==> src/rtl/pse_pkg.sv <==
package pse_pkg;
    localparam int FILL_BITS  = 8;
    localparam int PRESS_W    = 15;
    localparam int FRAME_BITS = FILL_BITS + 1 + PRESS_W;
    localparam int PTR_W      = $clog2(FRAME_BITS + 1);

    typedef struct packed {
        logic                  active;
        logic                  started;
        logic [PTR_W-1:0]      ptr;
        logic [FRAME_BITS-1:0] frame;
        logic                  miso;
        logic                  oe;
    } shift_st_t;
endpackage

==> src/rtl/pse_sync_edge.sv <==
module pse_sync_edge #(
    parameter int   STAGES    = 2,
    parameter logic RESET_VAL = 1'b0
) (
    input  logic clk,
    input  logic rst_n,
    input  logic async_in,
    output logic level,
    output logic rise,
    output logic fall
);
    typedef struct packed {
        logic [STAGES-1:0] sr;
        logic              prev;
    } sync_st_t;

    sync_st_t q, d;

    always_comb begin
        d      = q;
        d.sr   = {q.sr[STAGES-2:0], async_in};
        d.prev = q.sr[STAGES-1];
    end

    always_ff @(posedge clk) begin
        if (!rst_n) begin
            q.sr   <= {STAGES{RESET_VAL}};
            q.prev <= RESET_VAL;
        end else begin
            q <= d;
        end
    end

    assign level = q.sr[STAGES-1];
    assign rise  = level & ~q.prev;
    assign fall  = ~level & q.prev;
endmodule

==> src/rtl/pse_update_timer.sv <==
module pse_update_timer #(
    parameter int SAMPLE_W      = 14,
    parameter int UPDATE_CYCLES = 25000
) (
    input  logic                clk,
    input  logic                rst_n,
    input  logic [SAMPLE_W-1:0] sample_in,
    output logic [SAMPLE_W-1:0] held_sample
);
    localparam int CNT_W = $clog2(UPDATE_CYCLES);
    localparam logic [CNT_W-1:0] LAST = CNT_W'(UPDATE_CYCLES - 1);

    typedef struct packed {
        logic [CNT_W-1:0]    cnt;
        logic [SAMPLE_W-1:0] sample;
    } tmr_st_t;

    tmr_st_t q, d;

    always_comb begin
        d = q;
        if (q.cnt == LAST) begin
            d.cnt    = '0;
            d.sample = sample_in;
        end else begin
            d.cnt = q.cnt + 1'b1;
        end
    end

    always_ff @(posedge clk) begin
        if (!rst_n) q <= '0;
        else        q <= d;
    end

    assign held_sample = q.sample;

    a_r2_hold_between_wraps: assert property (@(posedge clk) disable iff (!rst_n)
        (q.cnt != LAST) |=> $stable(q.sample));
    a_r2_count_in_range: assert property (@(posedge clk) disable iff (!rst_n)
        q.cnt <= LAST);
endmodule

==> src/rtl/pse_frame_shifter.sv <==
module pse_frame_shifter
    import pse_pkg::*;
(
    input  logic                  clk,
    input  logic                  rst_n,
    input  logic                  cpol,
    input  logic                  cpha,
    input  logic                  sck_rise,
    input  logic                  sck_fall,
    input  logic                  ss_level,
    input  logic                  ss_fall,
    input  logic [FRAME_BITS-1:0] frame_in,
    output logic                  miso,
    output logic                  oe
);
    localparam logic [PTR_W-1:0] PTR_END = PTR_W'(FRAME_BITS);
    localparam logic [PTR_W-1:0] PTR_TOP = PTR_W'(FRAME_BITS - 1);

    shift_st_t q, d;
    logic lead, trail;

    always_comb begin
        lead  = cpol ? sck_fall : sck_rise;
        trail = cpol ? sck_rise : sck_fall;
        d     = q;
        if (ss_fall) begin
            d.active  = 1'b1;
            d.started = 1'b0;
            d.ptr     = '0;
            d.frame   = frame_in;
        end else if (ss_level) begin
            d.active  = 1'b0;
            d.started = 1'b0;
            d.ptr     = '0;
        end else if (q.active) begin
            if (cpha) begin
                if (lead) begin
                    if (!q.started)         d.started = 1'b1;
                    else if (q.ptr < PTR_END) d.ptr   = q.ptr + 1'b1;
                end
            end else if (trail && q.ptr < PTR_END) begin
                d.ptr = q.ptr + 1'b1;
            end
        end
        d.oe   = d.active;
        d.miso = (!d.active || d.ptr >= PTR_END) ? 1'b1 : d.frame[PTR_TOP - d.ptr];
    end

    always_ff @(posedge clk) begin
        if (!rst_n) begin
            q      <= '0;
            q.miso <= 1'b1;
        end else begin
            q <= d;
        end
    end

    assign miso = q.miso;
    assign oe   = q.oe;

    a_r7_restart_at_select: assert property (@(posedge clk) disable iff (!rst_n)
        ss_fall |=> (q.active && q.ptr == '0));
    a_r3_fill_leads: assert property (@(posedge clk) disable iff (!rst_n)
        ss_fall |=> q.miso);
    a_r5_frame_frozen: assert property (@(posedge clk) disable iff (!rst_n)
        (q.active && !ss_fall) |=> $stable(q.frame));
    a_r9_ptr_bounded: assert property (@(posedge clk) disable iff (!rst_n)
        q.ptr <= PTR_END);
    a_r8_idle_high: assert property (@(posedge clk) disable iff (!rst_n)
        !q.oe |-> q.miso);
    a_r8_released_on_deselect: assert property (@(posedge clk) disable iff (!rst_n)
        (ss_level && !ss_fall) |=> !q.oe);
endmodule

==> src/rtl/pressure_spi_emu.sv <==
module pressure_spi_emu
    import pse_pkg::*;
#(
    parameter int SAMPLE_W      = 14,
    parameter int UPDATE_CYCLES = 25000,
    parameter int SYNC_STAGES   = 2
) (
    input  logic                clk,
    input  logic                rst_n,
    input  logic                cfg_cpol,
    input  logic                cfg_cpha,
    input  logic [SAMPLE_W-1:0] sample_in,
    input  logic                spi_sck,
    input  logic                spi_ss_n,
    input  logic                spi_mosi,
    output logic                spi_miso,
    output logic                spi_miso_oe
);
    logic [SAMPLE_W-1:0]   held;
    logic [FRAME_BITS-1:0] frame;
    logic sck_lvl, sck_rise, sck_fall;
    logic ss_lvl, ss_rise, ss_fall;
    logic unused_in;

    assign unused_in = spi_mosi ^ sck_lvl ^ ss_rise;

    pse_update_timer #(
        .SAMPLE_W     (SAMPLE_W),
        .UPDATE_CYCLES(UPDATE_CYCLES)
    ) u_timer (
        .clk        (clk),
        .rst_n      (rst_n),
        .sample_in  (sample_in),
        .held_sample(held)
    );

    pse_sync_edge #(.STAGES(SYNC_STAGES), .RESET_VAL(1'b0)) u_sck_sync (
        .clk(clk), .rst_n(rst_n), .async_in(spi_sck),
        .level(sck_lvl), .rise(sck_rise), .fall(sck_fall)
    );

    pse_sync_edge #(.STAGES(SYNC_STAGES), .RESET_VAL(1'b1)) u_ss_sync (
        .clk(clk), .rst_n(rst_n), .async_in(spi_ss_n),
        .level(ss_lvl), .rise(ss_rise), .fall(ss_fall)
    );

    assign frame = {{FILL_BITS{1'b1}}, 1'b0, PRESS_W'(held)};

    pse_frame_shifter u_shift (
        .clk     (clk),
        .rst_n   (rst_n),
        .cpol    (cfg_cpol),
        .cpha    (cfg_cpha),
        .sck_rise(sck_rise),
        .sck_fall(sck_fall),
        .ss_level(ss_lvl),
        .ss_fall (ss_fall),
        .frame_in(frame),
        .miso    (spi_miso),
        .oe      (spi_miso_oe)
    );

    a_r1_reset_quiet: assert property (@(posedge clk)
        !rst_n |=> (!spi_miso_oe && spi_miso));
endmodule

==> config.mk <==
export PLATFORM = sky130hd
export DESIGN_NAME = pressure_spi_emu
export DESIGN_NICKNAME = d
export VERILOG_FILES = /design/src/rtl/pse_pkg.sv /design/src/rtl/pse_sync_edge.sv /design/src/rtl/pse_update_timer.sv /design/src/rtl/pse_frame_shifter.sv /design/src/rtl/pressure_spi_emu.sv
export SDC_FILE = /design/constraint.sdc
export NUM_CORES = 1
export LEC_CHECK = 0
export BUFFER_PORTS_ARGS = -buffer_cell sky130_fd_sc_hd__buf_2
export CORE_MARGIN = 5
export CORE_UTILIZATION = 45
export CTS_CLUSTER_SIZE = 40
export DETAILED_ROUTE_END_ITERATION = 7
export GPL_TIMING_DRIVEN = 0
export PLACE_DENSITY = 0.65
export SYNTH_ARGS = -nofsm -noshare
export SYNTH_HDL_FRONTEND = slang
export SYNTH_SLANG_ARGS = --single-unit
==> constraint.sdc <==
create_clock -name clk -period 4.15 [get_ports clk]
set_clock_uncertainty 0.05 [all_clocks]
set_input_delay 1.245 -clock clk [delete_from_list [all_inputs] [get_ports clk]]
set_output_delay 1.245 -clock clk [all_outputs]
set_load 0.02 [all_outputs]
**After elaboration in Yosys (flattened, before gate mapping)**

Cells that the tools add are included.

- Output and inout bits: 2
- Word-level logic and storage cells: 47
- Bits in registers: 67
- Input port bits: 21

- Equal/unequal tests: 1
- Mux-type cells: 15
- $lt $le $gt $ge: 3
- Add/subtract/negate cells: 3
- Reductions and logical operators: 7
- Bitwise gates (word level): 7

Operators with widths:

| kind | number |
|---|---|
| 24-bit 2-to-1 mux | 1 |
| 5-bit 2-to-1 mux | 4 |
| 6-bit 2-to-1 mux | 3 |
| 15-bit by 1-bit adder with 15-bit output, second input constant | 1 |
| 15-bit equality test, second input constant | 1 |
| 7-bit 2-to-1 mux | 1 |
| 5-bit by 6-bit less-than comparator with 1-bit output, second input constant | 1 |
| 5-bit by 1-bit adder with 5-bit output, second input constant | 1 |
| 1-bit binary-select mux with 5-bit select | 1 |
| 5-bit greater-or-equal comparator, second input constant | 1 |
| 5-bit less-than comparator, second input constant | 1 |
| 1-bit 2-to-1 mux | 5 |
| 5-bit subtractor, first input constant | 1 |
| 1-bit NOT | 4 |
| 2-bit OR reduction | 2 |
| 1-bit bitwise AND | 3 |
| 3-bit AND reduction | 1 |
| 3-bit OR reduction | 1 |
| 1-bit logical AND | 1 |
| 1-bit logical NOT | 1 |
| 1-bit logical OR | 1 |

**Depth between registers and ports, before layout**

Gate-level depths: netlist of run 1.

- Depth after elaboration: 12
- Gate-level depth with buffers: 10
- Depth with buffers taken out: 10

**By module**

A second synthesis of run 1 with hierarchy kept.

- Cell total of the unflattened synthesis: 322
- Area total of the unflattened synthesis: 3148.0 um2

Modules (own cells, without submodules):

| module | seq. area each (um2) | instances | cells each | area each (um2) |
|---|---|---|---|---|
| pse_frame_shifter | 640.6 | 1 | 173 | 1667.8 |
| pse_update_timer | 580.6 | 1 | 131 | 1290.0 |
| pse_sync_edge | 60.1 | 2 | 8 | 91.3 |
| pressure_spi_emu | 0.0 | 1 | 2 | 7.5 |

**Least setup slack after synthesis of run 1**

Ideal clock, no wire load.

- Kind: input port to flip-flop
- Start point: input port cfg_cpol
- End point: register, netlist name u_shift.miso
- Library setup time: 0.134 ns
- Data required time: 3.966 ns
- Cell stages on the path: 8
- Path buffers: 0
- Path slack: 0.469 ns
- Data arrival time: 3.497 ns
- Cells stage by stage: nor3b_1 -> o211ai_2 -> and2_1 -> or4_1 -> o211a_1 -> ha_1 -> or3_1 -> or4_1

RTL lines:

| what | RTL line | source |
|---|---|---|
| from (decl) | pressure_spi_emu.sv:10 | `input logic cfg_cpol,` |

==> key figures, run 1 <==
Synth
  • Post-Synth Simple-Gate Area: 0.248
  • Seq/Total Area, Yosys: 0.480
  • Top-count cell post-synth: dfxtp_1
  • Synthesized flop and latch total: 67
  • Post-synthesis mux area share: 0.116
  • Number of flops mapped to enable cells by yosys: 0
  • Xor/xnor share of the synthesized area: 0.0439
  • Net count after synthesis: 338
  • Post-synthesis adder-cell area fraction: 0.0134
  • Netlist cell types: 41
  • Asr flop ratio synth: 0
  • Dominant cell type by area after synthesis: dfxtp_1
  • Yosys Warn Count: 0
  • Top cells by area, synth: dfxtp_1 (48%), mux2i_1 (8.6%), nor2_1 (7.3%), nand2_1 (6.3%), a21oi_1 (2.9%)
  • Most common library cells after synthesis: dfxtp_1 (67), nor2_1 (54), nand2_1 (47), mux2i_1 (24), a21oi_1 (16)
  • Synthesized cell area: ~0.0028 mm²
  • Largest family of logic cells by synthesized area: simple AND/OR/NAND/NOR gates
  • Compound-Gate Fraction of Synth Area: 0.0721
  • Dominant synthesized flop cell: dfxtp_1
  • Avg Cell Area, Syn: 8.90 µm²
  • Top cell type's share of synthesized area: 0.480
  • Post-Synthesis Cells: 314

Cells and area
  • Area growth, synth to finish: 15.3%
  • Area of the multi-input gates: 0.00138 mm²
  • Diodes inserted: 0
  • FF+latch area: 0.00134 mm²
  • Ratio of cells with drive above 1 in the final layout: 0.128
  • Post-Layout Cell Count: about 430
  • Final nets: 370
  • Fill count: 550

CTS
  • Number of setup buffers added after CTS: 0
  • PostCTS Resize Cnt: 0
  • Worst-Skew Late Latency: 0.34 ns
  • Clock root cell: clkbuf_8
  • # hold bufs at CTS: 0
  • H-tree Lvls: 3
  • Total CTS buffers: 9
  • Clock slew at reported path FFs: roughly 0.070 ns
  • CTS Buffer Depth: 2
  • CTS tree: done
  • CTS Sinks: 67

Floorplanning
  • Die area: 0.00788 mm²
  • Num rows: 28
  • Core Area: ~0.006 mm²
  • Die W: 88.8 µm
  • Number of I/O pins: 23
  • Die height: between 80 and 90 µm
  • Initial core utilization: 0.466

Setup path
  • CP max FO: 5
  • CP Launch Type: input port
  • Reg2Reg Depth: 8
  • Kind of critical path: in2reg
  • Critical Path RT: 4.31 ns
  • CP dominant cell by count: or4_1
  • Reg2reg start: u_sck_sync.level
  • Crit Reg-Reg Endpoint: u_shift.miso
  • Worst stage delay on the critical path: 0.52 ns
  • Arr. time, crit path: between 3 and 4 ns
  • CP Capture Type: flip-flop
  • Crit-path slowest cell: or4_1
  • Reg-to-reg slack, setup: approximately 1.2 ns
  • CP cell instances: buf_2 -> nor3b_1 -> o211ai_2 -> and2_1 -> or4_1 -> o211a_1 -> ha_1 -> or3_1 -> or4_1

Global routing
  • Initial antenna violation count: 0
  • Total global routing overflow: 0
  • Vias in the first global route: 2076
  • First-pass GRT wire length: 9400 µm
  • GRT Overall Usage: 0.153
  • Largest net degree at the start of global routing: 12

Placed design
  • Final GP Congestion: 0.732
  • # port buffers: 21
  • DP HPWL: around 3800 µm
  • Placed Cells: 410

Drt
  • First-pass DRT Iterations: 4
  • Drt drc: 0
  • Total Wirelength: about 5400 µm
  • Via count: ~2.2k
  • Via/cell ratio: 5.09
  • Wire per inst: 12.7 µm
  • Final ANT Viol Nets: 0
  • First DRT Iteration DRCs: 95

STA
  • Relative slew slack: 0.545
  • Unrepaired setup endpoints after global routing: false
  • Setup TNS Final: 0 ns
  • Final hold violations: 0
  • Maximum clock frequency: ~270 MHz
  • Final min period: 3.65 ns
  • Max-slew violation count: 0
  • Actual transition at the worst max-transition pin: around 0.68 ns
  • Fin crit share: 0.878
  • Setup violators final: 0

Run status
  • Outcome: finished clean

Power
  • Power Dens Cells: a little over 400 mW/mm²
  • P_leak: 1.37 nW
  • Worst VDD drop: 0.000247 V

Run
  • Max-cap violations: 0

Hold path
  • HP Class: reg2reg
  • Hold path cells: 1
  • Hold Crit Start: u_sck_sync.d[2]
  • Hold Crit Endpoint: u_sck_sync.level
per-stage QoR:
stage	area [µm²]	worst slack (ns)	hold slack [ns]	utilization	power (W)
after global routing	3220	0.354	0.422	0.538	0.00137
after detailed placement	2990	0.169	0.349	0.500	0.000720
after CTS	3220	0.507	0.388	0.538	0.00133
after global placement	2990	0.175	0.338	0.500	0.000719
after floorplan	2790	0.469	0.336	-	0.000700
final	3220	0.505	0.384	0.538	0.00132
state kept, by name (all words and copies together) (netlist names):
name	cells
u_ss_sync.level	1
u_sck_sync.d	1
u_shift.q	30
u_sck_sync.q	1
u_ss_sync.d	1
u_shift.oe	1
u_ss_sync.q	1
u_timer.held_sample	14
u_timer.q	15
u_shift.miso	1
u_sck_sync.level	1
power by group:
| part | leakage [nW] | internal, W | switching [W] |
|---|---|---|---|
| combinational | 0.712 | 0.0000192 | 0.0000278 |
| clock | 0.113 | 0.000370 | 0.000241 |
| sequential | 0.543 | 0.000652 | 0.00000657 |
cell type report:
class / count / area share
buffer: 13 / 0.0175
clock buffer: 12 / 0.0482
clock inverter: 4 / 0.0225
tap: 75 / 0.0291
sequential: 67 / 0.416
multi-input combinational: 229 / 0.428
timing repair buffer: 21 / 0.0326
inverter: 5 / 0.00583
metal layers:
metal	wire, µm	GRT usage	up-vias
met2	2280	0.227	40
met5	0	0	-
li1	-	-	1121
met4	87	0.0687	0
met1	2850	0.210	1001
met3	212	0.0372	7
worst max path at each step:
stage                         from           end
after CTS                 cfg_cpol  u_shift.miso
after global placement    cfg_cpol  u_shift.miso
after floorplan           cfg_cpol  u_shift.miso
final                     cfg_cpol  u_shift.miso
after detailed placement  cfg_cpol  u_shift.miso
after global routing      cfg_cpol  u_shift.miso
worst max-delay path, delay by kind of cell:
| family | cells | cell delay, ns |
|---|---|---|
| and+or+nand+nor | 5 | 1.91 |
| AOI/OAI and AO/OA | 2 | 0.35 |
| adders and majority gates | 1 | 0.18 |
| buffers and inverters | 1 | 0.12 |
cells in the final DEF (no fill, tap or decap), drive strengths merged, types with 2 or more instances in the layout:
master	Yosys	routed
dfxtp	67	67
nor2	54	54
nand2	47	47
mux2i	24	24
buf	3	24
clkbuf	10	22
a21oi	17	17
and2	10	10
xor2	9	9
nand2b	8	8
nand3	8	8
mux2	7	7
nand4	5	5
xnor2	5	5
inv	5	5
and3	5	5
nor3	4	4
ha	3	3
o211ai	3	3
nor4bb	2	2
or4	2	2
a211oi	2	2
bufinv	0	2
cell families (layout without fill, tap and decap cells):
logic type / Yosys count / in the layout
compound gates: 30 / 30
xor+xnor: 14 / 14
flops: 67 / 67
buf+inv: 18 / 55
simple gates: 151 / 151
mux: 31 / 31
fa+ha+maj: 3 / 3
Power figures use the tool's default switching activity.
==> inputs of run 2 (changes only) <==
Settings changed: CTS_BUF_LIST set to sky130_fd_sc_hd__clkbuf_2 sky130_fd_sc_hd__clkbuf_4 sky130_fd_sc_hd__clkbuf_8, RECOVER_POWER set to 25.
==> run 2 against run 1 <==
Net effect:
- setup slack better by 0.0056 ns
- register-to-register slack about the same
- core utilization barely moved
- count of clock-buffer cells in the layout is the same
- total power is 0.46% higher
- final cell count unchanged
- global-route usage is essentially flat
- critical path depth is the same
- sequential cell count is the same
- non-clock buffer count is the same
- highest routed layer unchanged
==> key figures, run 2 (synthesis gave the netlist of run 1 again) <==
Setup path
  • Reg-to-reg slack, setup: 1.16 ns (about the same)
  • Crit Reg-Reg Endpoint: u_shift.miso
  • Reg2reg start: u_sck_sync.level
  • Worst stage delay on the critical path: 0.52 ns (about the same)
  • CP Capture Type: flip-flop
  • Kind of critical path: in2reg
  • CP max FO: 5 (unchanged)
  • Arr. time, crit path: 3.80 ns (about the same)
  • Reg2Reg Depth: 8 (unchanged)
  • CP cell instances: clkbuf_1 -> nor3b_1 -> o211ai_2 -> and2_1 -> or4_1 -> o211a_1 -> ha_1 -> or3_1 -> or4_1
  • Critical Path RT: 4.31 ns (about the same)
  • CP delay by family, top: simple AND/OR/NAND/NOR gates
  • Crit path buf inv count: 1 (unchanged)
  • CP dominant cell by count: or4_1
  • CP Launch Type: input port
  • Crit-path slowest cell: or4_1

Floorplanning
  • Initial core utilization: 0.466 (unchanged)
  • Number of I/O pins: 23 (unchanged)
  • Die area: 0.00788 mm² (unchanged)
  • Die W: 88.8 µm (unchanged)
  • Core Area: 0.00599 mm² (unchanged)
  • Die height: 88.8 µm (unchanged)
  • Num rows: 28 (unchanged)

Drt
  • First DRT Iteration DRCs: 110 (+16%)
  • Wire per inst: 12.7 µm (-0.26%)
  • First-pass DRT Iterations: 4 (unchanged)
  • Via count: 2165 (-0.18%)
  • Drt drc: 0 (unchanged)
  • Final ANT Viol Nets: 0 (unchanged)
  • Total Wirelength: 5410 µm (-0.26%)
  • Via/cell ratio: 5.08 (-0.18%)

Power
  • Power Dens Cells: 411 mW/mm² (+0.42%)
  • P_leak: 1.36 nW (-0.22%)
  • Worst VDD drop: 0.000247 V (about the same)
  • Net load switching power: 0.000275 W (about the same)
  • Pint: 0.00105 W (+0.60%)
  • Switching fraction of total power: 0.208 (-0.00106)
  • Sequential power share: 0.498 (-0.002)
  • Part of the power in combinational logic: 0.035 (about the same)
  • Clock network power share: 0.467 (+0.003)

Placed design
  • Final GP Congestion: 0.732 (unchanged)
  • # port buffers: 21 (unchanged)
  • Cell Area, Placed: 0.00299 mm² (unchanged)
  • DP HPWL: 3790 µm (unchanged)

CTS
  • CTS Sinks: 67 (unchanged)
  • CTS Buffer Depth: 2 (unchanged)
  • Total CTS buffers: 9 (unchanged)
  • PostCTS Resize Cnt: 0 (unchanged)
  • # hold bufs at CTS: 0 (unchanged)
  • Number of setup buffers added after CTS: 0 (unchanged)
  • H-tree Lvls: 3 (unchanged)
  • Clock slew at reported path FFs: 0.07 ns (about the same)
  • Worst-Skew Late Latency: 0.34 ns (about the same)
  • Clock root cell: clkbuf_8
  • CTS tree: done

STA
  • Setup TNS Final: 0 ns (unchanged)
  • Maximum clock frequency: 275 MHz (+0.15%)
  • Final min period: 3.64 ns (-0.00560 ns)
  • Unrepaired setup endpoints after global routing: false
  • Fin crit share: 0.877 (-0.00135)
  • Relative slew slack: 0.543 (-0.00117)
  • Final hold violations: 0 (unchanged)
  • Actual transition at the worst max-transition pin: 0.685 ns (+0.00176 ns)
  • Max-slew violation count: 0 (unchanged)
  • Setup violators final: 0 (unchanged)

Run
  • Max-cap violations: 0 (unchanged)

Cells and area
  • Commonest non-fill, non-tap cells in the layout: dfxtp_1 (67), nor2_1 (54), nand2_1 (47), mux2i_1 (24), buf_2 (19)
  • Ratio of cells with drive above 1 in the final layout: 0.125 (-0.00285)
  • Area growth, synth to finish: 15.3% (about the same)
  • Post-route cell area: 0.00322 mm² (about the same)
  • Largest register FFs: 30 (unchanged)
  • Diodes inserted: 0 (unchanged)
  • Largest Register: u_shift.q
  • Final nets: 370 (unchanged)
  • Commonest non-fill, non-tap cell in the layout: dfxtp_1

Global routing
  • Vias in the first global route: 2063 (-0.63%)
  • Initial antenna violation count: 0 (unchanged)
  • Total global routing overflow: 0 (unchanged)
  • Largest net degree at the start of global routing: 12 (unchanged)
  • First-pass GRT wire length: 9390 µm (-0.15%)
  • GRT Overall Usage: 0.153 (-0.000193)

Hold path
  • Hold Crit Endpoint: u_ss_sync.level
  • Hold Crit Start: u_ss_sync.d[2]
  • Hold path cells: 1 (unchanged)
  • HP Class: reg2reg

Run status
  • Outcome: finished clean
## run 2: how the worst max path moves through the flow
stage | to | slack (ns) | start | cells after the start
global route | u_shift.miso | 0.35 | cfg_cpol | 9
floorplan | u_shift.miso | 0.47 | cfg_cpol | 8
finish | u_shift.miso | 0.51 | cfg_cpol | 9
detailed placement | u_shift.miso | 0.17 | cfg_cpol | 9
CTS | u_shift.miso | 0.51 | cfg_cpol | 9
global placement | u_shift.miso | 0.18 | cfg_cpol | 9
## run 2: final cells by class
type,count,area (µm²)
Timing Repair Buffer,21,103
Inverter,5,18.8
Sequential cell,67,1340
Buffer,13,56.3
Fill cell,553,2770
Tap cell,75,93.8
Clock buffer,12,159
Multi-Input combinational cell,229,1380
Clock inverter,4,72.6
## run 2: layer usage
metal	up-vias	track usage	share of wire
met5	-	0	0
met4	0	0.0687	0.016
met3	7	0.0372	0.045
met2	41	0.227	0.42
met1	995	0.210	0.52
li1	1122	-	-
## run 2: power by group through the flow
stage	Sequential, W	Clock [W]	Combinational [W]
detailed placement	0.000673	0	0.0000468
global route	0.000660	0.000662	0.0000529
global placement	0.000673	0	0.0000460
floorplan	0.000672	0	0.0000276
CTS	0.000659	0.000630	0.0000474
finish	0.000659	0.000618	0.0000467
## run 2: metrics by stage
step | worst slack [ns] | power [W] | instances | util | hold slack (ns)
floorplan | 0.469 | 0.000700 | 314 | - | 0.336
global placement | 0.175 | 0.000719 | 410 | 0.500 | 0.338
detailed placement | 0.169 | 0.000720 | 410 | 0.500 | 0.349
CTS | 0.507 | 0.00134 | 426 | 0.538 | 0.388
global route | 0.353 | 0.00138 | 426 | 0.538 | 0.422
finish | 0.510 | 0.00132 | 426 | 0.538 | 0.386
## run 2: worst register-to-register path, delay by kind of cell (launching register included)
family,cells,cell delay (ns)
and+or+nand+nor,5,1.92
DFF,1,0.37
AOI/OAI and AO/OA,2,0.35
adders and majority gates,1,0.18
==> inputs of run 3 (changes only) <==
Settings changed: CORE_UTILIZATION 45 to 57, PLACE_DENSITY 0.65 to 0.79.
==> run 3 against run 2 <==
Net effect:
- sequential cell count is the same
- final cell count shrank 1.9%
- routed wire length shrank 0.31%
- clock power shrank 8.6%
- highest routed layer unchanged
==> key figures, run 3 (synthesis gave the netlist of run 1 again) <==
Drt
  • First-pass DRT Iterations: 4 (unchanged)
  • Via count: 2191 (+1.2%)
  • Final ANT Viol Nets: 0 (unchanged)
  • Wire per inst: 12.9 µm (+1.6%)
  • Via/cell ratio: 5.24 (+3.1%)
  • Drt drc: 0 (unchanged)
  • Total Wirelength: 5400 µm (-0.31%)
  • First DRT Iteration DRCs: 142 (+29%)

Run
  • Max-cap violations: 0 (unchanged)

CTS
  • # hold bufs at CTS: 0 (unchanged)
  • Clock root cell: clkbuf_8
  • PostCTS Resize Cnt: 0 (unchanged)
  • Total CTS buffers: 9 (unchanged)
  • CTS Sinks: 67 (unchanged)
  • CTS Buffer Depth: 2 (unchanged)
  • Worst-Skew Late Latency: 0.34 ns (about the same)
  • H-tree Lvls: 3 (unchanged)
  • Clock slew at reported path FFs: 0.07 ns (about the same)
  • CTS tree: done
  • Number of setup buffers added after CTS: 0 (unchanged)

Global routing
  • Largest net degree at the start of global routing: 12 (unchanged)
  • First-pass GRT wire length: 9320 µm (-0.80%)
  • GRT Overall Usage: 0.190 (+0.0365)
  • Initial antenna violation count: 0 (unchanged)
  • Vias in the first global route: 2080 (+0.82%)
  • Total global routing overflow: 0 (unchanged)

STA
  • Final worst slack: 0.468 ns (-0.0424 ns)
  • Unrepaired setup endpoints after global routing: false
  • Actual transition at the worst max-transition pin: 0.702 ns (+0.0168 ns)
  • Setup violators final: 0 (unchanged)
  • Final min period: 3.68 ns (+0.0424 ns)
  • Max-slew violation count: 0 (unchanged)
  • Maximum clock frequency: 272 MHz (-1.2%)
  • Relative slew slack: 0.532 (-0.0112)
  • Final hold violations: 0 (unchanged)
  • Fin crit share: 0.887 (+0.0102)
  • Setup TNS Final: 0 ns (unchanged)

Cells and area
  • Diodes inserted: 0 (unchanged)
  • Commonest non-fill, non-tap cell in the layout: dfxtp_1
  • Largest Register: u_shift.q
  • Final Util: 0.672 (+0.134)
  • Largest register FFs: 30 (unchanged)
  • Ratio of cells with drive above 1 in the final layout: 0.125 (unchanged)
  • Fill count: 413 (-25%)
  • Commonest non-fill, non-tap cells in the layout: dfxtp_1 (67), nor2_1 (54), nand2_1 (47), mux2i_1 (24), buf_2 (19)
  • Area growth, synth to finish: 14.3%
  • Final nets: 370 (unchanged)

Setup path
  • Reg2Reg Depth: 8 (unchanged)
  • CP dominant cell by count: or4_1
  • CP Launch Type: input port
  • CP Capture Type: flip-flop
  • Critical Path RT: 4.31 ns (about the same)
  • Worst stage delay on the critical path: 0.54 ns (+0.02 ns)
  • CP cell instances: clkbuf_1 -> nor3b_1 -> o211ai_2 -> and2_1 -> or4_1 -> o211a_1 -> ha_1 -> or3_1 -> or4_1
  • Arr. time, crit path: 3.84 ns (+0.04 ns)
  • Kind of critical path: in2reg
  • CP max FO: 5 (unchanged)
  • Crit-path slowest cell: or4_1

Floorplanning
  • Core Area: 0.00475 mm² (-21%)
  • Die area: 0.00640 mm² (-19%)
  • Die W: 80.0 µm (-9.9%)
  • Num rows: 25 (-11%)
  • Number of I/O pins: 23 (unchanged)
  • Initial core utilization: 0.588 (+0.121)
  • Die height: 80.0 µm (-9.9%)

Hold path
  • HP Class: reg2reg
  • Hold path cells: 1 (unchanged)

Power
  • Worst VDD drop: 0.000329 V (+33%)
  • Power Dens Cells: 398 mW/mm² (-3.2%)
  • Overall Power: 0.00127 W (-4.0%)
  • P_leak: 1.36 nW (-0.68%)

Placed design
  • # port buffers: 21 (unchanged)
  • Final GP Congestion: 0.838 (+15%)
  • DP HPWL: 3800 µm (+0.36%)
  • Pre-CTS WS: 0.173 ns (+0.00331 ns)

Run status
  • Outcome: finished clean
==> run 3: cell count changes in the layout (fill, tap and decap cells not counted), sizes merged <==
cell,change
clkinv,+1
bufinv,-1
==> run 3: path summary, 6_finish.rpt <==
check,start,to,slack (ns)
setup reg to reg,u_sck_sync.level,u_shift.miso,1.11
hold reg to reg,u_ss_sync.d[2],u_ss_sync.level,0.39
setup / recovery,cfg_cpol,u_shift.miso,0.47
hold / removal,u_ss_sync.d[2],u_ss_sync.level,0.39
==> run 3: routing by layer <==
layer,GRT usage,vias up,part of all wire
met3,0.0406,9,0.039
met5,0,-,0
li1,-,1128,-
met2,0.300,42,0.46
met4,0.101,0,0.019
met1,0.239,1012,0.48
==> run 3: worst max-delay path, delay by kind of cell <==
kind,cells,cell delay [ns]
AO/OA/AOI/OAI,2,0.35
adder cells (fa/ha/maj),1,0.19
buffers and inverters,1,0.11
AND/OR/NAND/NOR,5,1.93
==> run 3: where the power goes <==
part           total (W)  internal (W)  switching (W)
combinational  0.0000460     0.0000187      0.0000273
sequential      0.000659      0.000652     0.00000638
clock           0.000565      0.000324       0.000241
total            0.00127      0.000995       0.000274
==> run 3: cell type report <==
| class | instances | area, µm² | share of cell area |
|---|---|---|---|
| sequential | 67 | 1340 | 0.420 |
| clock buffer | 12 | 165 | 0.0517 |
| inverter | 5 | 18.8 | 0.00588 |
| timing repair buffer | 21 | 103 | 0.0321 |
| multi-input combinational | 229 | 1380 | 0.431 |
| buffer | 13 | 56.3 | 0.0176 |
| tap | 67 | 83.8 | 0.0263 |
| clock inverter | 4 | 47.5 | 0.0149 |
==> run 3: stage by stage <==
step,instances,instance area [µm²],hold WS [ns]
finish,418,3190,0.388
global route,418,3190,0.412
CTS,418,3200,0.390
detailed placement,402,2980,0.356
global placement,402,2980,0.338
floorplan,314,2790,0.336
